===== src/rtl/idec_pkg.sv =====
package idec_pkg;
  localparam int INSTR_W  = 32;
  localparam int SPEC_W   = 5;
  localparam int IMM_W    = 16;
  // field positions inside the instruction word
  localparam int SRC_A_LSB = 21;
  localparam int SRC_B_LSB = 16;
  localparam int DST_R_LSB = 11;

  typedef struct packed {
    logic [SPEC_W-1:0] src_a;
    logic [SPEC_W-1:0] src_b;
    logic [SPEC_W-1:0] dst_r;
    logic [IMM_W-1:0]  imm;
  } fields_t;
endpackage


===== src/rtl/idec_fields.sv =====
module idec_fields
  import idec_pkg::*;
#(
  parameter int DATA_W = 32
) (
  input  logic [INSTR_W-1:0] instr,
  output fields_t            flds,
  output logic [DATA_W-1:0]  imm_ext
);
  localparam int EXT_W = DATA_W - IMM_W;

  always_comb begin
    flds.src_a = instr[SRC_A_LSB +: SPEC_W];
    flds.src_b = instr[SRC_B_LSB +: SPEC_W];
    flds.dst_r = instr[DST_R_LSB +: SPEC_W];
    flds.imm   = instr[IMM_W-1:0];
  end

  assign imm_ext = {{EXT_W{flds.imm[IMM_W-1]}}, flds.imm};
endmodule


===== src/rtl/idec_wb_sel.sv =====
module idec_wb_sel #(
  parameter int DATA_W = 32,
  parameter int AW     = 5
) (
  input  logic [AW-1:0]     spec_rt,
  input  logic [AW-1:0]     spec_rd,
  input  logic              dest_sel_rd,
  input  logic [DATA_W-1:0] mem_rdata,
  input  logic [DATA_W-1:0] alu_result,
  input  logic              wb_from_mem,
  output logic [AW-1:0]     wr_addr,
  output logic [DATA_W-1:0] wr_data
);
  always_comb begin
    wr_addr = dest_sel_rd ? spec_rd : spec_rt;
    wr_data = wb_from_mem ? mem_rdata : alu_result;
  end
endmodule


===== src/rtl/idec_regfile.sv =====
module idec_regfile #(
  parameter int DATA_W = 32,
  parameter int NREG   = 32,
  localparam int AW    = $clog2(NREG)
) (
  input  logic              clk,
  input  logic              rst_n,
  input  logic              wr_en,
  input  logic [AW-1:0]     wr_addr,
  input  logic [DATA_W-1:0] wr_data,
  input  logic [AW-1:0]     rd_addr_a,
  input  logic [AW-1:0]     rd_addr_b,
  output logic [DATA_W-1:0] rd_data_a,
  output logic [DATA_W-1:0] rd_data_b
);
  // register 0 has no storage; its slot in the view is a constant zero
  logic [NREG-1:1][DATA_W-1:0] regs_q;
  logic [NREG-1:0][DATA_W-1:0] view;
  logic [NREG-1:1]             wr_hit;

  assign view = {regs_q, {DATA_W{1'b0}}};

  for (genvar g = 1; g < NREG; g++) begin : g_reg
    always_comb wr_hit[g] = wr_en && (wr_addr == AW'(g));

    always_ff @(posedge clk or negedge rst_n) begin
      if (!rst_n) begin
        regs_q[g] <= '0;
      end else if (wr_hit[g]) begin
        regs_q[g] <= wr_data;
      end
    end
  end

  assign rd_data_a = view[rd_addr_a];
  assign rd_data_b = view[rd_addr_b];

  assert_write_lands_R5: assert property (@(posedge clk) disable iff (!rst_n)
    (wr_en && wr_addr != '0) |=> view[$past(wr_addr)] == $past(wr_data));

  assert_idle_holds_R5: assert property (@(posedge clk) disable iff (!rst_n)
    !wr_en |=> $stable(regs_q));

  assert_zero_dest_holds_R6: assert property (@(posedge clk) disable iff (!rst_n)
    (wr_en && wr_addr == '0) |=> $stable(regs_q));
endmodule


===== src/rtl/idecode_regfile.sv =====
module idecode_regfile
  import idec_pkg::*;
#(
  parameter int DATA_W = 32,
  parameter int NREG   = 32
) (
  input  logic              clk,
  input  logic              rst_n,
  input  logic [31:0]       instr,
  input  logic [DATA_W-1:0] mem_rdata,
  input  logic [DATA_W-1:0] alu_result,
  input  logic              reg_wr_en,
  input  logic              wb_from_mem,
  input  logic              dest_sel_rd,
  output logic [DATA_W-1:0] opnd_a,
  output logic [DATA_W-1:0] opnd_b,
  output logic [DATA_W-1:0] imm_ext
);
  localparam int AW = $clog2(NREG);

  fields_t             flds;
  logic [AW-1:0]       wr_addr;
  logic [DATA_W-1:0]   wr_data;

  idec_fields #(.DATA_W(DATA_W)) u_fields (
    .instr   (instr),
    .flds    (flds),
    .imm_ext (imm_ext)
  );

  idec_wb_sel #(.DATA_W(DATA_W), .AW(AW)) u_wb (
    .spec_rt     (AW'(flds.src_b)),
    .spec_rd     (AW'(flds.dst_r)),
    .dest_sel_rd (dest_sel_rd),
    .mem_rdata   (mem_rdata),
    .alu_result  (alu_result),
    .wb_from_mem (wb_from_mem),
    .wr_addr     (wr_addr),
    .wr_data     (wr_data)
  );

  idec_regfile #(.DATA_W(DATA_W), .NREG(NREG)) u_rf (
    .clk       (clk),
    .rst_n     (rst_n),
    .wr_en     (reg_wr_en),
    .wr_addr   (wr_addr),
    .wr_data   (wr_data),
    .rd_addr_a (AW'(flds.src_a)),
    .rd_addr_b (AW'(flds.src_b)),
    .rd_data_a (opnd_a),
    .rd_data_b (opnd_b)
  );

  assert_zero_read_a_R6: assert property (@(posedge clk) disable iff (!rst_n)
    (instr[25:21] == 5'd0) |-> opnd_a == '0);

  assert_zero_read_b_R6: assert property (@(posedge clk) disable iff (!rst_n)
    (instr[20:16] == 5'd0) |-> opnd_b == '0);
endmodule


===== config.mk =====
export PLATFORM = sky130hd
export DESIGN_NAME = idecode_regfile
export DESIGN_NICKNAME = d
export VERILOG_FILES = /design/src/rtl/idec_pkg.sv /design/src/rtl/idec_fields.sv /design/src/rtl/idec_wb_sel.sv /design/src/rtl/idec_regfile.sv /design/src/rtl/idecode_regfile.sv
export SDC_FILE = /design/constraint.sdc
export NUM_CORES = 2
export LEC_CHECK = 0
export ABC_AREA = 1
export CORE_MARGIN = 8
export CORE_UTILIZATION = 35
export DETAILED_ROUTE_END_ITERATION = 8
export GPL_TIMING_DRIVEN = 1
export PLACE_DENSITY = 0.56
export SYNTH_ARGS = -nofsm -noshare
export SYNTH_HDL_FRONTEND = slang
export SYNTH_SLANG_ARGS = --single-unit

===== constraint.sdc =====
create_clock -name clk -period 3 [get_ports clk]
set_input_delay 0.6 -clock clk [delete_from_list [all_inputs] [get_ports clk]]
set_output_delay 0.6 -clock clk [all_outputs]
set_load 0.02 [all_outputs]

==> flow_summary.toml <==
[grt]
grt_pass1_wl_um = 356000
grt_max_degree = 92
overflow = 0
first_global_vias = 55300
grt_usage_pct = 26.4
antenna_found_initial = 4

[place]
dp_hpwl_um = 148000
place.gp.congestion = 0.894
post_dp_cell_area_sq_um = 63600
dp_cells = 10400
place_ws_ns = -0.171
io_buffers = 168

[cells_and_area]
final_common_cell = "nand2_1"
final_cell_mix = "2914 x nand2_1, 1536 x nand3_1, 992 x dfrtp_1, 860 x o21ai_0, 716 x inv_1"
instances_no_fill = 10600
largest_reg_flops = 992
fin_nets = 8470
reg.largest.list = "u_rf.regs_q x992"
drive_gt1_share_pct = 9.20
num-fill-cells = 16400
post-route-util_pct = 42.4
syn2layout_area_growth_pct = 20.3
area.sequential_sq_um = 24800
multi_input_area_sq_um = 26400
design_area_sq_um = 68100
regMostFlops = "u_rf.regs_q"

[cts]
insertion_delay_ns = 0.73
cts_made_buffers = 115
cts_tree = "built"
cts_buffer_depth = 3
cts-htree-levels = 3
path_clk_slew_ns = 0.06
cts-root-buf = "clkbuf_16"
cts_sinks = 992

[timing]
hold_viol = 0
tightest_slew_ns = 0.768
slew_headroom_pct = 48.8
period_share_pct = 99.5
hold_ws_ns = 0.479
setup_violations = 0
rsz0062_at_grt = "true"
tns_ns = 0
fin_skew_ns = 0
layout_setup_ws_ns = 0.0150
period_minus_slack_ns = 2.98
max_freq_mhz = 335
final_max_slew_viol_count = 0

[yosys]
yosys_warnings = 0
synth.distinct_cells = 23
synth_area_per_cell_sq_um = 6.77
synthTopCellsByArea = "dfrtp_1 44%, nand2_1 19%, nand3_1 14%"
ys_ff_latch = 992
synth_top_cell_area_share_pct = 43.8
synthFlopType = "dfrtp_1"
synthCells = 8368
synth_edf_count = 0
netlist_area_sq_um = 56600
syn_nets = 8469
synth_async_sr_flop_share_pct = 100
ys_seq_area_share_pct = 43.8
synth_top_area_cell = "dfrtp_1"

[route]
drc = 0
drt_iter0_markers = 6774
wire_per_inst_um = 22.6
vias = 58000
first_pass_iters = 6
antenna_left = 0
wl_um = 240000
via_per_inst = 5.46

[setup_path]
crit_path_start_kind = "primary input"
end_kind = "output port"
path_max_fanout = 20
worstPathCellList = "buf_8 -> inv_4 -> buf_4 -> buf_4 -> nand3_1 -> nand3_1 -> nand3_1 -> nand2_1 -> nand2_1 -> nand2_1 -> buf_4"
cpLargestDelayFamily = "buffers and inverters"
worstPathArrival_ns = 2.38
slowest_stage = "buf_4"
required_ns = 2.40
crit_type = "primary input to output port"
cp_slowest_stage_delay_ns = 0.35
cp_num_buf_inv = 5

[floorplan]
start_util_pct = 35.3
core_area_sq_um = 161000
dieHeight_um = 418
fp.dieW_um = 418
die-area_sq_um = 175000
design.portCount = 197
rows = 147

[power]
ir_worst_vdd_mv = 0.491
powerDensity_nw_per_um2 = 672
leakage_nw = 33.2
finalPower_mw = 45.7

[hold_path]
min_path_type = "primary input to asynchronous set/reset pin"

[run_status]
status = "completed"

[run]
cap_violations = 0
[synthesized netlist by cell type, types with 2 or more instances]
cell / count
buf_2: 134
nand2_1: 2931
dfrtp_1: 992
o21ai_1: 133
inv_2: 5
clkbuf_1: 477
nand2_4: 2
o21ai_2: 3
buf_6: 2
buf_1: 81
a21oi_1: 256
nor2_1: 138
o21ai_0: 860
mux2i_1: 32
nand3_1: 1536
buf_4: 33
nand2_2: 23
nor2_2: 4
inv_1: 722
[repair_timing]
item | 4_1_cts | 5_1_grt
setup endpoints to repair | 44 | 24
hold buffers | 1 | 0
gates resized for setup | 46 | 29
hold endpoints to repair | 25 | 0
gates cloned | 1 | 5
pin swaps | 0 | 2
setup buffers | 0 | 7
[logic make-up after synthesis]
| logic type | count (synthesis) | share of synthesized area [%] |
|---|---|---|
| AOI/OAI and AO/OA | 1253 | 11.1 |
| buffers and inverters | 1455 | 10.2 |
| DFF | 992 | 43.8 |
| muxes | 32 | 0.566 |
| and+or+nand+nor | 4636 | 34.3 |
[final timing paths]
check | start | end | slack [ns] | cells past startpoint
worst max-delay path | instr[22] | opnd_a[18] | 0.02 | 11
worst min-delay path | rst_n | u_rf.regs_q[426]$_DFFE_PN0P_ | 0.48 | 2
worst max register to register | u_rf.regs_q[561]$_DFFE_PN0P_ | u_rf.regs_q[561]$_DFFE_PN0P_ | 2.27 | 2
worst min register to register | u_rf.regs_q[170]$_DFFE_PN0P_ | u_rf.regs_q[170]$_DFFE_PN0P_ | 0.48 | 2
max in group asynchronous | rst_n | u_rf.regs_q[525]$_DFFE_PN0P_ | 1.46 | 3
min in group clk | u_rf.regs_q[170]$_DFFE_PN0P_ | u_rf.regs_q[170]$_DFFE_PN0P_ | 0.48 | 2
[layout make-up]
class | count | area share (%)
clock buffers | 169 | 4.98
flip-flops and latches | 992 | 36.5
well taps | 2160 | 3.97
multi-input cells | 5921 | 38.8
repair buffers | 611 | 10.7
diodes | 1 | 0.00367
inverters | 728 | 4.07
clock inverters | 48 | 0.983
[routing by layer]
metal | wire [um] | part of all wire [%] | global-route usage [%] | up-vias
met2 | 109000 | 46 | 43.0 | 3040
li1 | - | - | - | 26700
met1 | 95000 | 40 | 33.5 | 27500
met3 | 20700 | 8.6 | 4.24 | 738
met5 | 8 | 0.0033 | 0 | -
met4 | 15000 | 6.2 | 14.8 | 2
[worst register-to-register path, delay by kind of cell (launching register included)]
kind | cells | cell delay [ns]
AOI/OAI and AO/OA | 1 | 0.10
DFF | 1 | 0.41
and+or+nand+nor | 1 | 0.08
[report_power, final]
group          internal (mW)  switching [mW]  total, mW
clock                   9.10            6.04       15.1
combinational           4.34            7.14       11.5
sequential              16.9            2.26       19.1
total                   30.3            15.4       45.7
Power figures use the tool's default switching activity.
